===== src/rtl/hx_pkg.sv =====
package hx_pkg;
  localparam int unsigned HX_XLEN = 32;
  localparam int unsigned HX_RIDX = 4;
  localparam int unsigned HX_HALF = 16;
  localparam int unsigned HX_BYTE = 8;
  localparam int unsigned HX_IMM  = 8;
  localparam int unsigned HX_NFLG = 4;

  typedef logic [HX_XLEN-1:0] word_t;
  typedef logic [HX_HALF-1:0] half_t;
  typedef logic [HX_RIDX-1:0] ridx_t;

  typedef struct packed {
    logic              load;
    logic              sgn;
    logic              half;
    logic              pre;
    logic              up;
    logic              use_imm;
    logic              wbk;
    ridx_t             rn;
    ridx_t             rd;
    ridx_t             rm;
    logic [HX_IMM-1:0] imm8;
  } hx_op_t;

  typedef struct packed {
    word_t addr;
    word_t nbase;
    half_t sdata;
    logic  load;
    logic  half;
    logic  sgn;
    logic  wb;
    ridx_t rd;
    ridx_t rn;
  } hx_stage_t;

  // flags = {N,Z,C,V}
  function automatic logic hx_cond_true(input logic [3:0] code, input logic [HX_NFLG-1:0] flags);
    logic n, z, c, v;
    {n, z, c, v} = flags;
    case (code)
      4'd0:  return z;
      4'd1:  return !z;
      4'd2:  return c;
      4'd3:  return !c;
      4'd4:  return n;
      4'd5:  return !n;
      4'd6:  return v;
      4'd7:  return !v;
      4'd8:  return c && !z;
      4'd9:  return !c || z;
      4'd10: return n == v;
      4'd11: return n != v;
      4'd12: return !z && (n == v);
      4'd13: return z || (n != v);
      4'd14: return 1'b1;
      default: return 1'b0;
    endcase
  endfunction

  function automatic word_t hx_offset_apply(input word_t base, input word_t off, input logic up);
    return up ? (base + off) : (base - off);
  endfunction

  function automatic word_t hx_extend(input half_t raw, input logic half, input logic sgn);
    if (half)
      return sgn ? {{(HX_XLEN-HX_HALF){raw[HX_HALF-1]}}, raw}
                 : {{(HX_XLEN-HX_HALF){1'b0}}, raw};
    return sgn ? {{(HX_XLEN-HX_BYTE){raw[HX_BYTE-1]}}, raw[HX_BYTE-1:0]}
               : {{(HX_XLEN-HX_BYTE){1'b0}}, raw[HX_BYTE-1:0]};
  endfunction
endpackage


===== src/rtl/hx_decode.sv =====
module hx_decode
  import hx_pkg::*;
(
  input  word_t      instr,
  output hx_op_t     op,
  output logic [3:0] cond,
  output logic       hit
);
  always_comb begin
    op.pre     = instr[24];
    op.up      = instr[23];
    op.use_imm = instr[22];
    op.wbk     = instr[21];
    op.load    = instr[20];
    op.rn      = instr[19:16];
    op.rd      = instr[15:12];
    op.sgn     = instr[6];
    op.half    = instr[5];
    op.rm      = instr[3:0];
    op.imm8    = {instr[11:8], instr[3:0]};
    cond       = instr[31:28];
  end

  // class match: 000 opcode group, 1xx1 marker, not the 00 neighbour, signed only on loads
  assign hit = (instr[27:25] == 3'b000) && instr[7] && instr[4] &&
               (instr[6:5] != 2'b00) && (!instr[6] || instr[20]);
endmodule


===== src/rtl/hx_cond.sv =====
module hx_cond
  import hx_pkg::*;
(
  input  logic [3:0]         code,
  input  logic [HX_NFLG-1:0] flags,
  output logic               pass
);
  assign pass = hx_cond_true(code, flags);
endmodule


===== src/rtl/hx_agen.sv =====
module hx_agen
  import hx_pkg::*;
(
  input  word_t base,
  input  word_t off,
  input  logic  up,
  input  logic  pre,
  output word_t addr,
  output word_t nbase
);
  assign nbase = hx_offset_apply(base, off, up);
  assign addr  = pre ? nbase : base;
endmodule


===== src/rtl/hx_xfer_unit.sv =====
module hx_xfer_unit
  import hx_pkg::*;
(
  input  logic               clk,
  input  logic               rst_n,
  input  logic               instr_valid,
  input  logic [HX_XLEN-1:0] instr,
  input  logic [HX_NFLG-1:0] flags,
  output logic [HX_RIDX-1:0] base_idx,
  input  logic [HX_XLEN-1:0] base_val,
  output logic [HX_RIDX-1:0] offs_idx,
  input  logic [HX_XLEN-1:0] offs_val,
  output logic [HX_RIDX-1:0] src_idx,
  input  logic [HX_HALF-1:0] src_val,
  output logic               mem_req,
  output logic               mem_we,
  output logic               mem_half,
  output logic [HX_XLEN-1:0] mem_addr,
  output logic [HX_HALF-1:0] mem_wdata,
  input  logic [HX_HALF-1:0] mem_rdata,
  output logic               ld_we,
  output logic [HX_RIDX-1:0] ld_idx,
  output logic [HX_XLEN-1:0] ld_data,
  output logic               wb_we,
  output logic [HX_RIDX-1:0] wb_idx,
  output logic [HX_XLEN-1:0] wb_data
);
  hx_op_t     op;
  logic [3:0] cond_code;
  logic       class_hit;
  logic       cond_pass;
  word_t      offset;
  word_t      acc_addr;
  word_t      new_base;
  logic       acc_fire;
  logic       wb_clash;
  logic       stg_v;
  hx_stage_t  stg;

  hx_decode u_dec (.instr(instr), .op(op), .cond(cond_code), .hit(class_hit));
  hx_cond   u_cnd (.code(cond_code), .flags(flags), .pass(cond_pass));

  assign base_idx = op.rn;
  assign offs_idx = op.rm;
  assign src_idx  = op.rd;
  assign offset   = op.use_imm ? {{(HX_XLEN-HX_IMM){1'b0}}, op.imm8} : offs_val;

  hx_agen u_agn (
    .base(base_val), .off(offset), .up(op.up), .pre(op.pre),
    .addr(acc_addr), .nbase(new_base)
  );

  assign acc_fire = instr_valid && class_hit && cond_pass;

  always_ff @(posedge clk) begin
    if (!rst_n) begin
      stg_v <= 1'b0;
      stg   <= '0;
    end else begin
      stg_v <= acc_fire;
      if (acc_fire) begin
        stg.addr  <= acc_addr;
        stg.nbase <= new_base;
        stg.sdata <= src_val;
        stg.load  <= op.load;
        stg.half  <= op.half;
        stg.sgn   <= op.sgn;
        stg.wb    <= !op.pre || op.wbk;
        stg.rd    <= op.rd;
        stg.rn    <= op.rn;
      end
    end
  end

  assign wb_clash  = stg.load && (stg.rd == stg.rn);

  assign mem_req   = stg_v;
  assign mem_we    = stg_v && !stg.load;
  assign mem_half  = stg.half;
  assign mem_addr  = stg.addr;
  assign mem_wdata = stg.sdata;

  assign ld_we     = stg_v && stg.load;
  assign ld_idx    = stg.rd;
  assign ld_data   = hx_extend(mem_rdata, stg.half, stg.sgn);

  assign wb_we     = stg_v && stg.wb && !wb_clash;
  assign wb_idx    = stg.rn;
  assign wb_data   = stg.nbase;


  req_follows_accept_chk: assert property (@(posedge clk) disable iff (!rst_n)
    mem_req |-> $past(acc_fire));


  never_code_idle_chk: assert property (@(posedge clk) disable iff (!rst_n)
    (instr_valid && instr[31:28] == 4'hF) |=> !mem_req);


  no_dual_write_chk: assert property (@(posedge clk) disable iff (!rst_n)
    !(ld_we && wb_we && ld_idx == wb_idx));


  store_no_load_chk: assert property (@(posedge clk) disable iff (!rst_n)
    mem_we |-> !ld_we);


  sbyte_ext_chk: assert property (@(posedge clk) disable iff (!rst_n)
    (ld_we && stg.sgn && !mem_half) |-> (ld_data[HX_XLEN-1:HX_BYTE] == {(HX_XLEN-HX_BYTE){mem_rdata[HX_BYTE-1]}}));


  wb_needs_req_chk: assert property (@(posedge clk) disable iff (!rst_n)
    wb_we |-> mem_req);
endmodule


===== config.mk =====
export PLATFORM = sky130hd
export DESIGN_NAME = hx_xfer_unit
export DESIGN_NICKNAME = d
export VERILOG_FILES = /design/src/rtl/hx_pkg.sv /design/src/rtl/hx_decode.sv /design/src/rtl/hx_cond.sv /design/src/rtl/hx_agen.sv /design/src/rtl/hx_xfer_unit.sv
export SDC_FILE = /design/constraint.sdc
export NUM_CORES = 1
export LEC_CHECK = 0
export ABC_AREA = 1
export CAP_MARGIN = 20
export CORE_ASPECT_RATIO = 0.8
export CORE_MARGIN = 2
export CORE_UTILIZATION = 49
export DETAILED_ROUTE_END_ITERATION = 10
export GPL_TIMING_DRIVEN = 1
export PLACE_DENSITY = 0.9
export SKIP_LAST_GASP = 1
export SLEW_MARGIN = 20
export SYNTH_ARGS = -nofsm -noshare
export SYNTH_HDL_FRONTEND = slang
export SYNTH_HIERARCHICAL = 1
export SYNTH_SLANG_ARGS = --single-unit

===== constraint.sdc =====
create_clock -name clk -period 4.2 [get_ports clk]
set_input_delay 0.42 -clock clk [delete_from_list [all_inputs] [get_ports clk]]
set_output_delay 0.42 -clock clk [all_outputs]
set_load 0.05 [all_outputs]

==> reports/results.ini <==
[synth]
ys_ff_latch=93
synthTopCellsByArea=dfxtp_1 (21%), nand2_1 (16%), buf_4 (13%)
yosysSeqAreaShare_pct=21.0
syn-num-nets=1626
syn_avg_cell_area_um2=6.10
yosysTopAreaCell=dfxtp_1
synth_area_um2=8860
async_flop_share_pct=0
synthCells=1451
synth_edf_count=0
synth_top_cell_area_share_pct=21.0
ys_warn_count=6
yosys_most_used_dff=dfxtp_1
yosysUniqueCellTypes=43

[die]
dieArea_um2=19200
ioPinCount=272
die_x_um=154
fp.dieH_um=124
coreArea_um2=17500
rows=43
initial_core_util_pct=50.5

[worst_setup_path]
rr_worst_depth=2
worstSetupStartpoint=instr[0]
cp-start-kind=input port
worstReg2RegEnd=mem_half
r2r_slack_ps=3390
r2r_start=mem_half
crit_fanout=6
path_class=input port to flip-flop
end_kind=flip-flop
crit_arrival_ps=3920
crit_required_ps=4430

[place]
placed_area_um2=10600
place_congestion=1.04
portBuffers=257
dp_slack_ps=-156
dp_hpwl_mm=22.0

[global_routing]
grt.total_usage_pct=27.3
grt_pass1_wl_mm=42.5
antenna_found_initial=0
gr-total-overflow=0
grt_max_degree=86
grt_pass1_vias=8291

[min_path]
holdCritPathClass=flip-flop to flip-flop
holdPathEnd=mem_addr[13]
hold_depth=2
hp-start=mem_addr[13]

[run]
maxCapViolCount=0

[clock_network]
cts_tree=yes
htree_levels=3
clockBufferDepth=2
clkLatencyLatePin_ps=350
cts-root-buf=clkbuf_16
clk_pin_slew_ps=70
clkSinkCount=93
cts-buffers-inserted=9

[finish]
drive_gt1_share_pct=5.86
fillers=1579
diodes=0
final_nets=1741
syn_to_final_growth_pct=23.7
fin_area_um2=11000

[sta]
slew_headroom_pct=32.3
fmax_mhz=271
fin_crit_ps=3690
fin_skew_ps=0
rsz0062_at_grt=no
period_share_pct=87.8
worst_slack_ps=511
maxSlewViolCount=0
worstMarginPinSlew_ps=1010
setup_viol=0
finalHoldViolCount=0

[drt]
wirelength_mm=27.1
viasPerCell=5.12
vias=9196
wl_per_cell_um=15.1
drt_iter0_markers=974
dr.pass1.iters=5
drt_drc_violations_left=0
antenna_left=0

[power_and_ir_drop]
fin_total_pwr_mw=2.90
ir_drop_uv=157
power_leakage_nw=5.09
power-per-cell-area_nw_per_um2=265

[run_status]
outcome=finished clean

-- worst max-delay path, cell delays in order --
cell	delay, ps
clkdlybuf4s50_1	440
mux2_2	290
inv_1	80
ha_1	170
nand4_1	140
nor2_2	150
nand2_1	90
nand2_2	80
o21ai_2	80
clkinv_2	90
nand2_1	60
xor2_1	170
ha_1	390
nand2_1	140
nor2_1	150
inv_1	90
nor3_2	160
nand3_1	180
nand3_1	130
nand2_1	60
nand3_1	80
nand2_1	50
o21ai_0	160
a21oi_1	60
-- placed cells by master (no fill, tap or decap), drive strengths merged, types with 2 or more instances in the layout --
cell type / count
nand2: 379
clkdlybuf4s50: 255
inv: 247
a21oi: 119
nor2: 114
o21ai: 105
dfxtp: 93
nand3: 57
ha: 39
buf: 33
xor2: 32
and2: 16
nand3b: 13
clkbuf: 11
xnor2: 9
mux2: 8
nand4: 7
nor3: 7
clkinv: 6
o21bai: 4
o21a: 3
or2: 3
a31oi: 2
and3: 2
-- power by group --
part / switching [mW] / internal [mW]
clock network: 0.376 / 0.503
registers: 0.00259 / 0.885
logic: 0.687 / 0.448
total: 1.07 / 1.84
-- cells by family after synthesis --
kind of cell	count (synthesis)	synth area share [%]
DFF	93	21.0
buffers and inverters	434	25.9
adders and majority gates	40	5.74
muxes	8	1.02
AOI/OAI and AO/OA	236	13.7
xor gates and xnor gates	41	4.14
and+or+nand+nor	599	28.5
-- synth_stat cells, types with 9 or more instances --
library cell  number
xnor2_1            9
and2_1            16
dfxtp_1           93
xor2_1            31
nand2_2           10
buf_2             16
nand3b_1          13
ha_1              39
inv_1            245
buf_4            148
nand2_1          369
a21oi_1          119
o21ai_0           44
nor2_1           108
o21ai_1           60
nand3_1           53
buf_6             12
-- through the flow --
stage | setup TNS, ps | std cells | hold slack, ps | utilization [%]
6_report | 0 | 1796 | 445 | 62.4
4_1_cts | 0 | 1796 | 446 | 62.3
3_5_place_dp | -692 | 1780 | 436 | 60.5
3_3_place_gp | -216 | 1780 | 432 | 60.5
2_1_floorplan | 0 | 1451 | 423 | -
5_1_grt | 0 | 1796 | 463 | 62.4
-- layout make-up --
class,instances,area [µm²],share of cell area (%)
clock buffer,11,253,2.31
clock inverter,5,66.3,0.605
inverter,249,936,8.54
multi-input combinational,924,4730,43.2
sequential,93,1860,17.0
tap,225,282,2.57
timing repair buffer,289,2820,25.8
-- repair_timing --
item                       in CTS  in global routing
gates resized for setup         0                 10
hold buffers                    0                  0
setup endpoints to repair       0                 12
setup buffers                   0                  0
-- state kept, by name, summed over array words and instances (netlist names) --
register	cells
mem_wdata	16
mem_addr	32
wb_data	32
stg	3
mem_half	1
wb_idx	4
ld_idx	4
mem_req	1
-- per-layer routing --
metal	vias to the layer above	track usage [%]	share of wire, %
met5	-	0	0
met4	0	8.06	2.3
met3	47	4.43	9.2
met2	461	45.4	45
met1	4116	36.5	43
li1	4572	-	-
-- worst max path at each step --
stage                         to  slack [ps]  cells past startpoint
finish              mem_addr[24]         510                     24
global route        mem_addr[28]         180                     26
CTS                 mem_addr[24]         200                     24
detailed placement  mem_addr[24]        -160                     24
global placement    mem_addr[24]         -90                     24
floorplan           mem_addr[24]         860                     24
Note: power is estimated with default switching activity, not from simulation.
